**config.mk**
```make
export PLATFORM = sky130hd
export DESIGN_NAME = pbus_rx
export DESIGN_NICKNAME = d
export VERILOG_FILES = /design/src/rtl/pbr_pkg.sv /design/src/rtl/pbr_rst_sync.sv /design/src/rtl/pbr_sync.sv /design/src/rtl/pbr_parity.sv /design/src/rtl/pbr_hs_fsm.sv /design/src/rtl/pbus_rx.sv
export SDC_FILE = /design/constraint.sdc
export NUM_CORES = 1
export LEC_CHECK = 0
export ABC_AREA = 1
export ABC_CLOCK_PERIOD_IN_PS = 950
export CAP_MARGIN = 20
export CORE_UTILIZATION = 47
export DETAILED_ROUTE_END_ITERATION = 10
export PLACE_DENSITY = 0.74
export SYNTH_ARGS = -nofsm -noshare
export SYNTH_HDL_FRONTEND = slang
export SYNTH_HIERARCHICAL = 1
export SYNTH_SLANG_ARGS = --single-unit
```
**constraint.sdc**
```tcl
create_clock -name clk -period 0.95 [get_ports clk]
set_input_delay 0.285 -clock clk [delete_from_list [all_inputs] [get_ports clk]]
set_output_delay 0.285 -clock clk [all_outputs]
set_load 0.01 [all_outputs]
```
**src/rtl/pbr_pkg.sv**
```systemverilog
package pbr_pkg;
  typedef enum logic [1:0] {
    ST_IDLE    = 2'd0,
    ST_WAIT_HI = 2'd1,
    ST_REQ     = 2'd2
  } hs_state_t;
endpackage

```
**src/rtl/pbr_rst_sync.sv**
```systemverilog
module pbr_rst_sync #(
  parameter int STAGES = 2
) (
  input  logic clk,
  input  logic rst_n,
  output logic rst_sync_n
);
  logic [STAGES-1:0] chain_q;

  always_ff @(posedge clk or negedge rst_n) begin
    if (!rst_n) chain_q <= '0;
    else        chain_q <= {chain_q[STAGES-2:0], 1'b1};
  end

  assign rst_sync_n = chain_q[STAGES-1];
endmodule

```
**src/rtl/pbr_sync.sv**
```systemverilog
module pbr_sync #(
  parameter int   STAGES  = 2,
  parameter logic RST_VAL = 1'b1
) (
  input  logic clk,
  input  logic rst_n,
  input  logic d_async,
  output logic q_sync
);
  logic [STAGES-1:0] ff_q;

  generate
    for (genvar g = 0; g < STAGES; g++) begin : g_stage
      if (g == 0) begin : g_first
        always_ff @(posedge clk or negedge rst_n) begin
          if (!rst_n) ff_q[0] <= RST_VAL;
          else        ff_q[0] <= d_async;
        end
      end else begin : g_next
        always_ff @(posedge clk or negedge rst_n) begin
          if (!rst_n) ff_q[g] <= RST_VAL;
          else        ff_q[g] <= ff_q[g-1];
        end
      end
    end
  endgenerate

  assign q_sync = ff_q[STAGES-1];
endmodule

```
**src/rtl/pbr_parity.sv**
```systemverilog
module pbr_parity #(
  parameter int DATA_W     = 8,
  parameter bit ODD_PARITY = 1'b1
) (
  input  logic [DATA_W-1:0] data,
  input  logic              par,
  output logic              ok
);
  generate
    if (ODD_PARITY) begin : g_odd
      assign ok = ^{par, data};
    end else begin : g_even
      assign ok = ~^{par, data};
    end
  endgenerate
endmodule

```
**src/rtl/pbr_hs_fsm.sv**
```systemverilog
module pbr_hs_fsm
  import pbr_pkg::*;
#(
  parameter int CNT_W = 16
) (
  input  logic             clk,
  input  logic             rst_n,
  input  logic             start,
  input  logic [CNT_W-1:0] count_in,
  input  logic             ack_s,
  input  logic             slot_free,
  output logic             req_n,
  output logic             capture,
  output logic             busy,
  output logic             done
);
  localparam logic [CNT_W-1:0] CNT_ONE = CNT_W'(1);

  hs_state_t        state_q, state_d;
  logic [CNT_W-1:0] cnt_q, cnt_d;
  logic             req_q, req_d;
  logic             done_q, done_d;
  logic             cnt_en;

  always_comb begin
    state_d = state_q;
    cnt_d   = cnt_q;
    req_d   = req_q;
    done_d  = 1'b0;
    capture = 1'b0;
    cnt_en  = 1'b0;
    case (state_q)
      ST_IDLE: begin
        if (start) begin
          if (count_in == '0) begin
            done_d = 1'b1;
          end else begin
            cnt_d   = count_in;
            cnt_en  = 1'b1;
            state_d = ST_WAIT_HI;
          end
        end
      end
      ST_WAIT_HI: begin
        if (ack_s && slot_free) begin
          req_d   = 1'b0;
          state_d = ST_REQ;
        end
      end
      ST_REQ: begin
        if (!ack_s) begin
          req_d   = 1'b1;
          capture = 1'b1;
          cnt_d   = cnt_q - CNT_ONE;
          cnt_en  = 1'b1;
          if (cnt_q == CNT_ONE) begin
            state_d = ST_IDLE;
            done_d  = 1'b1;
          end else begin
            state_d = ST_WAIT_HI;
          end
        end
      end
      default: state_d = ST_IDLE;
    endcase
  end

  always_ff @(posedge clk or negedge rst_n) begin
    if (!rst_n) begin
      state_q <= ST_IDLE;
      req_q   <= 1'b1;
      done_q  <= 1'b0;
    end else begin
      state_q <= state_d;
      req_q   <= req_d;
      done_q  <= done_d;
    end
  end

  always_ff @(posedge clk or negedge rst_n) begin
    if (!rst_n)      cnt_q <= '0;
    else if (cnt_en) cnt_q <= cnt_d;
  end

  assign req_n = req_q;
  assign busy  = (state_q != ST_IDLE);
  assign done  = done_q;

  // request only asserted after synchronized acknowledge was high
  p_req_on_ack_high_r3: assert property (@(posedge clk) disable iff (!rst_n)
    $fell(req_n) |-> $past(ack_s));

  // request released only after synchronized acknowledge was low
  p_req_off_ack_low_r4: assert property (@(posedge clk) disable iff (!rst_n)
    $rose(req_n) |-> !$past(ack_s));

  // request held low while acknowledge stays high
  p_req_hold_r4: assert property (@(posedge clk) disable iff (!rst_n)
    (!req_n && ack_s) |=> !req_n);

  // done is a single-cycle pulse
  p_done_pulse_r9: assert property (@(posedge clk) disable iff (!rst_n)
    done |=> !done);
endmodule

```
**src/rtl/pbus_rx.sv**
```systemverilog
module pbus_rx #(
  parameter int DATA_W      = 8,
  parameter int CNT_W       = 16,
  parameter int SYNC_STAGES = 2,
  parameter bit ODD_PARITY  = 1'b1
) (
  input  logic              clk,
  input  logic              rst_n,
  input  logic              start,
  input  logic [CNT_W-1:0]  count_in,
  output logic              busy,
  output logic              done,
  input  logic [DATA_W-1:0] bus_data,
  input  logic              bus_par,
  input  logic              ack_n,
  output logic              req_n,
  output logic              out_valid,
  input  logic              out_ready,
  output logic [DATA_W-1:0] out_data,
  output logic              out_par_ok,
  output logic              irq,
  input  logic              irq_clr
);
  logic              rst_i_n;
  logic              ack_s;
  logic              slot_free;
  logic              capture;
  logic              par_ok;
  logic              valid_q, valid_d;
  logic [DATA_W-1:0] data_q;
  logic              ok_q;
  logic              irq_q, irq_d;

  pbr_rst_sync #(.STAGES(2)) u_rst_sync (
    .clk        (clk),
    .rst_n      (rst_n),
    .rst_sync_n (rst_i_n)
  );

  pbr_sync #(.STAGES(SYNC_STAGES), .RST_VAL(1'b1)) u_ack_sync (
    .clk     (clk),
    .rst_n   (rst_i_n),
    .d_async (ack_n),
    .q_sync  (ack_s)
  );

  pbr_parity #(.DATA_W(DATA_W), .ODD_PARITY(ODD_PARITY)) u_parity (
    .data (bus_data),
    .par  (bus_par),
    .ok   (par_ok)
  );

  assign slot_free = !valid_q || out_ready;

  pbr_hs_fsm #(.CNT_W(CNT_W)) u_fsm (
    .clk       (clk),
    .rst_n     (rst_i_n),
    .start     (start),
    .count_in  (count_in),
    .ack_s     (ack_s),
    .slot_free (slot_free),
    .req_n     (req_n),
    .capture   (capture),
    .busy      (busy),
    .done      (done)
  );

  // output slot and sticky flag: next-state logic
  always_comb begin
    valid_d = valid_q;
    if (valid_q && out_ready) valid_d = 1'b0;
    if (capture)              valid_d = 1'b1;
    irq_d = irq_q;
    if (irq_clr)              irq_d = 1'b0;
    if (capture && !par_ok)   irq_d = 1'b1;
  end

  always_ff @(posedge clk or negedge rst_i_n) begin
    if (!rst_i_n) begin
      valid_q <= 1'b0;
      irq_q   <= 1'b0;
    end else begin
      valid_q <= valid_d;
      irq_q   <= irq_d;
    end
  end

  always_ff @(posedge clk or negedge rst_i_n) begin
    if (!rst_i_n) begin
      data_q <= '0;
      ok_q   <= 1'b0;
    end else if (capture) begin
      data_q <= bus_data;
      ok_q   <= par_ok;
    end
  end

  assign out_valid  = valid_q;
  assign out_data   = data_q;
  assign out_par_ok = ok_q;
  assign irq        = irq_q;

  // a request is only issued when the output slot can take the byte
  p_no_overflow_r5: assert property (@(posedge clk) disable iff (!rst_i_n)
    $fell(req_n) |-> $past(!out_valid || out_ready));

  // a held byte does not change until it is taken
  p_hold_data_r6: assert property (@(posedge clk) disable iff (!rst_i_n)
    (out_valid && !out_ready) |=> (out_valid && $stable(out_data) && $stable(out_par_ok)));

  // a bad-parity capture raises the flag
  p_irq_set_r7: assert property (@(posedge clk) disable iff (!rst_i_n)
    (capture && !par_ok) |=> irq);

  // flag is sticky without a clear
  p_irq_sticky_r8: assert property (@(posedge clk) disable iff (!rst_i_n)
    (irq && !irq_clr) |=> irq);

  // a clear with no new error drops the flag
  p_irq_clear_r8: assert property (@(posedge clk) disable iff (!rst_i_n)
    (irq_clr && !(capture && !par_ok)) |=> !irq);
endmodule

```
Word level (Yosys, flattened, before mapping) --
Cells that the tools add are included. W data, S select, Z words.
Operators by class: add/subtract/negate cells 1, equality and inequality tests 7, multiplexer cells 27, reduce and logical (&&, ||, !) cells 17
Operators by type and width (count):
- $mux W16 | 3
- $pmux W16 S2 | 1
- $eq A16 B1 Y1 const B | 1
- $logic_not A16 Y1 | 1
- $sub A16 B1 Y16 const B | 1
- $mux W1 | 15
- $reduce_bool A2 Y1 | 5
- $reduce_xor A9 Y1 | 1
- $mux W2 | 4
- $ne A2 B2 Y1 const B | 3
- $pmux W1 S2 | 3
- $pmux W2 S3 | 1
- $reduce_and A5 Y1 | 1
- $reduce_and A4 Y1 | 1
- $logic_and A1 B1 Y1 | 3
- $reduce_and A3 Y1 | 1
- $eq A2 B1 Y1 const B | 1
- $eq A2 B2 Y1 const B | 1
- $logic_not A1 Y1 | 2
- $logic_not A2 Y1 | 1
- $ne A2 B1 Y1 const B | 1
- $logic_or A1 B1 Y1 | 1
Word-level totals: register bits after elaboration 35, bits of input ports 31, output and inout port bits 14, word-level logic and storage cells 63

Depth between registers and ports, before layout --
Gate-level depths: netlist of the first run.
depth after elaboration 5, mapped depth 13

Cells and area by module --
Netlist of the first run, hierarchy kept.
By module, submodules not included:
- pbr_hs_fsm | instances 1, cells an instance 244, area an instance 1531.5 um^2, seq. area each 501.7 um^2
- pbus_rx | instances 1, cells an instance 48, area an instance 421.7 um^2, seq. area each 275.3 um^2
- pbr_parity | instances 1, cells an instance 38, area an instance 163.9 um^2, seq. area each 0.0 um^2
- pbr_rst_sync | instances 1, cells an instance 3, area an instance 53.8 um^2, seq. area each 50.0 um^2
- pbr_sync | instances 1, cells an instance 2, area an instance 52.6 um^2, seq. area each 52.6 um^2

Worst setup path after synthesis of the first run --
Ideal clock, no wire load.
path type register to register, start register u_fsm.state_q[0], end register u_fsm.cnt_q[3], library setup time 123 ps, arrival time 1166 ps, required time 827 ps, slack -340 ps, cell stages (with the launch flop) 8, buffers on the path 1, clock period less this slack 1290 ps, cell sequence dfrtp_1 nor2_4 nand2_2 o21ai_4 nand2_8 buf_8 nand2_1 o21ai_2
Between the ends: cells in the longest elaborated chain, start to end 3
Ends and longest elaborated chain:
- start: declaration | line pbr_hs_fsm.sv:19 | hs_state_t state_q, state_d;
- start signal: assignment | line pbr_hs_fsm.sv:74 | state_q <= state_d;
- $eq A2 B2 Y1 or $logic_not A2 Y1 (tied branches) | line pbr_hs_fsm.sv:32 | case (state_q)
- $pmux W1 S2, or another cell as far along | line pbr_hs_fsm.sv:32
- $reduce_and A5 Y1 (no source line)
- end signal: assignment | line pbr_hs_fsm.sv:82 | else if (cnt_en) cnt_q <= cnt_d;
- end: declaration | line pbr_hs_fsm.sv:20 | logic [CNT_W-1:0] cnt_q, cnt_d;
Several ways; a longest one is shown, not always the timed one. A chain may end at the register's enable or synchronous reset.

Worst setup path in the final report of the first run --
start register u_fsm.state_q[0], end register u_fsm.cnt_q[0]
Same word-level chain as after synthesis.

==> impl_metrics.ini, run 1 <==
[setup_path]
crit_arrival_ps = 1670
worstPathMaxFanout = 7
rr_endpoint = u_fsm/cnt_q[0]
reg2reg_depth = 8
crit_required_ps = 1160
critPathCaptureType = flop
start_kind = flop
rr_startpoint = u_fsm/state_q[0]
worstSetupPathType = reg2reg
r2r_slack_ps = -500
cp-startpoint = u_fsm/state_q[0]
critPathCapture = u_fsm/cnt_q[0]

[synthesis]
ys_ff_latch = 35
avgSynthCellArea_sq_um = 6.64
ys_seq_area_share_pct = 39.6
yosysUniqueCellTypes = 31
synth_top_area_cell = dfrtp_1
syn_inst = 335
yosysWarnings = 6
synth.area.top_cells = dfrtp_1 36%, nand2_1 23%, nor2_1 8.1%
synth_top_area_share_pct = 36.0
synth_area_sq_um = 2220
syn_nets = 368

[die]
initial_utilization_pct = 50.0
rows = 24
ios = 45
fp.coreArea_sq_um = 4440
die_h_um = 70.8
dieArea_sq_um = 5010
die_w_um = 70.8

[clock_tree]
cts_tree = built
tritoncts.num_buffers = 5
worstSkewPairLatency_ps = 290
cts_buffer_depth = 2
worst_setup_hold_path_clk_slew_ps = 70
root_buffer = clkbuf_8
cts_num_sinks = 35
htree_num_levels = 2

[global_route]
antenna_found_initial = 0
grt_overflow = 0
grt_pass1_vias = 2270
grt_max_degree = 27
track_usage_pct = 26.3
grt_pass1_wl_um = 10200

[drt]
via_per_inst = 5.00
routedWlPerCell_um = 13.2
post-route-drc-count = 0
first_pass_iters = 6
antenna_left = 0
route.met3.wl_um = 364
route.met2.wl_um = 3160
detailroute.via_count = 2427
wirelength_um = 6410
wl_met1_um = 2830
highest_layer = met4
drtIter0Drc = 157

[power]
powerDensity_nw_per_um2 = 2830
power.leakage_uw = 0.00177
ir_worst_vdd_v = 0.00162

[sta]
holdWs_ps = 118
setup_ws_ps = -504
fin_skew_ps = 4.96
slew_violations = 0
hold_viol = 0
timing.setup.tns_ps = -15310
period_share_pct = 153
fmax_ghz = 0.688
rsz0062_at_grt = yes
setup_viol = 45
period_minus_slack_ps = 1450

[placement]
dp_cells = 462
place_congestion = 0.917
portBuffers = 44
hpwlAfterDp_um = 4230
post_dp_cell_area_sq_um = 2990

[layout]
area_delta_synth_final_pct = 47.7
final_area_sq_um = 3280
final_cell_mix = 132 x nand2_1, 38 x buf_4, 36 x nor2_1
stdcell_count = 485
post_route_cells_drive_above_1_share_pct = 29.6
final_common_cell = nand2_1
fill_cells = 377
layout.nets = 465
diodes = 0

[outcome]
failed_checks = setup timing
outcome = finished, violations left

[min_path]
min_path_type = reg2async

[run]
cap_violations = 0
==> through the flow <==
step,util [%],power (uW),setup slack [ps]
2_1_floorplan,-,5230,-332
3_3_place_gp,67.3,7130,-759
3_5_place_dp,67.3,7240,-800
4_1_cts,71.4,8760,-459
5_1_grt,73.9,9980,-583
6_report,73.9,9290,-504
==> synth_stat cells, drive strengths merged <==
cell type  instances
nand4              4
a21oi              2
nand3             23
ha                 2
o22ai              1
buf                4
nor3               1
dfrtp             32
inv               40
nor2              52
conb               1
xor2               1
and2               1
or2                1
o21ai             19
dfstp              3
nand3b             2
nand2            146
==> report_power, final <==
part	switching, uW	leakage, uW	internal, uW
logic	2980	0.00130	2390
registers	588	0.000426	2120
clock network	556	0.0000505	660
total	4120	0.00177	5170
==> registers in the layout, summed over array words and instances (netlist names) <==
register / cells
out_valid: 1
u_fsm/req_n: 1
u_rst_sync/chain_q: 2
irq: 1
u_fsm/state_q: 2
out_par_ok: 1
u_ack_sync/ff_q: 1
out_data: 8
u_ack_sync/q_sync: 1
u_fsm/done: 1
u_fsm/cnt_q: 16
==> critical path, stage by stage (launching register included) <==
cell,delay (ps)
dfrtp_1,420
buf_6,140
nor2_4,170
nand2_4,80
o21ai_4,180
nand2_8,150
inv_8,110
nand2_2,40
o21ai_1,80
==> worst min path at each step <==
stage / startpoint / end / slack, ps
after floorplan: rst_n / u_rst_sync/chain_q[0] / -10
after CTS: u_rst_sync/chain_q[1] / out_data[2] / 120
final: u_rst_sync/chain_q[1] / out_data[4] / 120
after global placement: u_rst_sync/chain_q[1] / out_valid / 120
after global routing: u_rst_sync/chain_q[1] / out_data[4] / 140
after detailed placement: u_rst_sync/chain_q[1] / out_data[2] / 120
==> per-layer routing <==
layer	vias to the layer above	track usage (%)
met3	8	4.42
met2	81	43.5
li1	1230	-
met4	0	9.56
met5	-	0
met1	1108	34.9
==> layout make-up <==
cell class | instances | area, sq um | area share (%)
inverters | 40 | 168 | 5.10
repair inverters | 2 | 12.5 | 0.381
well taps | 52 | 65.1 | 1.98
multi-input cells | 258 | 1310 | 39.7
clock inverters | 1 | 7.51 | 0.229
clock buffers | 7 | 96.3 | 2.93
repair buffers | 90 | 749 | 22.8
flip-flops and latches | 35 | 881 | 26.8
==> cells by family (layout without fill, tap and decap cells) <==
family                   Yosys count  after routing  synth area share [%]
AO/OA/AOI/OAI                     22             22                  5.85
XOR/XNOR                           1              1                 0.394
adder cells (fa/ha/maj)            2              2                  1.13
buffers and inverters             44            140                  8.50
flip-flops                        35             35                  39.6
other                              1              1                 0.169
AND/OR/NAND/NOR                  230            232                  44.4
==> timing repair <==
| item | in CTS | in global routing |
|---|---|---|
| setup buffers | 6 | 5 |
| hold buffers | 0 | 0 |
| pin swaps | 18 | 14 |
| gates cloned | 4 | 0 |
| gates resized for setup | 105 | 19 |
| endpoints found under the setup margin | 44 | 45 |
(Power assumes the default switching activity.)
==> inputs of run 2 (changes only) <==
--- a/config.mk
+++ b/config.mk
@@ -6,8 +6,8 @@
 export NUM_CORES = 1
 export LEC_CHECK = 0
 export ABC_AREA = 1
-export ABC_CLOCK_PERIOD_IN_PS = 950
 export CAP_MARGIN = 20
+export CORE_MARGIN = 8
 export CORE_UTILIZATION = 47
 export DETAILED_ROUTE_END_ITERATION = 10
 export PLACE_DENSITY = 0.74
==> impl_metrics.ini, run 2 (synthesis results as in run 1) <==
[outcome]
outcome = finished, violations left
failed_checks = setup timing

[drt]
drtIter0Drc = 127
wirelength_um = 6710
first_pass_iters = 5
detailroute.via_count = 2512
via_per_inst = 5.02
routedWlPerCell_um = 13.4
antenna_left = 0
wl_met1_um = 2960
post-route-drc-count = 0
route.met3.wl_um = 410
route.met2.wl_um = 3180
highest_layer = met4

[setup_path]
reg2reg_depth = 8
worstPathBufferInverterCount = 2
rr_endpoint = u_fsm/cnt_q[6]
crit_slowest_cell = dfrtp_1
start_kind = flop
crit_arrival_ps = 1630
critPathCaptureType = flop
path_cells = buf_6 > nor2_4 > nand2_4 > o21ai_4 > buf_6 > nand3_1 > nand2_1 > nand2_1
cpLargestDelayFamily = simple AND/OR/NAND/NOR gates
crit_required_ps = 1140
rr_startpoint = u_fsm/state_q[0]
worstSetupPathType = reg2reg
r2r_slack_ps = -490
worstPathMaxFanout = 4
slowest_delay_ps = 420

[layout]
stdcell_count = 500
diodes = 0
largest_register = u_fsm/cnt_q
final_common_cell = nand2_1
fill_cells = 386
area_delta_synth_final_pct = 53.4
largest_register_ffs = 16
layout.nets = 478
multiInputGateArea_sq_um = 1310
post_route_cells_drive_above_1_share_pct = 33.2
final_cell_mix = 129 x nand2_1, 52 x buf_4, 35 x nor2_1
regArea_sq_um = 881

[sta]
hold_viol = 0
fin_skew_ps = 7.77
period_minus_slack_ps = 1440
fmax_ghz = 0.692
setup_ws_ps = -494
rsz0062_at_grt = yes
setup_viol = 45
period_share_pct = 152
slew_violations = 0

[clock_tree]
htree_num_levels = 2
cts_tree = built
cts_num_sinks = 35
tritoncts.num_buffers = 5
cts_buffer_depth = 2
cts_hold_buf = 0
root_buffer = clkbuf_8
worstSkewPairLatency_ps = 290
worst_setup_hold_path_clk_slew_ps = 80

[placement]
portBuffers = 44
place_ws_ps = -823
dp_cells = 475
hpwlAfterDp_um = 4680
place_congestion = 0.934

[die]
dieArea_sq_um = 7190
rows = 25
die_w_um = 84.8
ios = 45
fp.coreArea_sq_um = 4630
initial_utilization_pct = 48.0
die_h_um = 84.8

[global_route]
antenna_found_initial = 0
grt_max_degree = 22
track_usage_pct = 18.5
grt_pass1_wl_um = 10900
grt_overflow = 0
grt_pass1_vias = 2517

[power]
powerDensity_nw_per_um2 = 2760
power.leakage_uw = 0.00185
ir_worst_vdd_v = 0.00166

[run]
cap_violations = 0

[min_path]
min_path_type = in2async
## run 2: cell types whose count changed in the layout (fill, tap and decap cells not counted), sizes merged
| cell | previous run | this run |
|---|---|---|
| dlymetal6s2s | 3 | 9 |
| buf | 60 | 75 |
| clkdlybuf4s50 | 7 | 12 |
| inv | 42 | 40 |
| dlygate4sd2 | 20 | 9 |
## run 2: report_power, final
part           internal [uW]  switching (uW)
Combinational           2630            3010
Sequential              2120             526
Clock                    520             583
Total                   5270            4120
## run 2: stage by stage
stage / power [uW] / util [%] / area [sq um] / hold WS [ps] / setup TNS, ps
2_1_floorplan: 5230 / - / 2250 / -10.6 / -5630
3_3_place_gp: 7320 / 66.5 / 3080 / 210 / -21020
3_5_place_dp: 7440 / 66.5 / 3080 / 216 / -21380
4_1_cts: 8870 / 70.1 / 3250 / 143 / -14660
5_1_grt: 10100 / 73.7 / 3410 / 148 / -17510
6_report: 9400 / 73.7 / 3410 / 144 / -14510
## run 2: per-layer routing
| layer | vias up | track usage, % |
|---|---|---|
| met1 | 1154 | 21.3 |
| met5 | - | 0 |
| met3 | 21 | 4.68 |
| met2 | 90 | 32.2 |
| met4 | 0 | 6.63 |
| li1 | 1247 | - |
## run 2: cell type report
cell class | instances | area share (%)
Inverter | 40 | 4.70
Multi-Input combinational cell | 258 | 38.5
Clock buffer | 7 | 2.24
Tap cell | 54 | 1.98
Timing Repair Buffer | 105 | 26.5
Clock inverter | 1 | 0.220
Sequential cell | 35 | 25.8
## run 2: how the worst max path moves through the flow
stage | from | to | slack, ps | cells after the start
final | u_fsm/state_q[0] | u_fsm/cnt_q[6] | -490 | 8
after global routing | u_fsm/state_q[0] | u_fsm/cnt_q[7] | -570 | 8
after CTS | u_fsm/state_q[0] | u_fsm/cnt_q[7] | -470 | 7
after detailed placement | count_in[5] | u_fsm/cnt_q[7] | -820 | 9
after global placement | count_in[4] | u_fsm/cnt_q[1] | -800 | 9
after floorplan | u_fsm/state_q[0] | u_fsm/cnt_q[3] | -330 | 7
## run 2: timing repair
item | 4_1_cts | 5_1_grt
gates resized for setup | 92 | 35
gates cloned | 0 | 2
setup endpoints to repair | 45 | 45
pin swaps | 14 | 11
setup buffers | 9 | 6
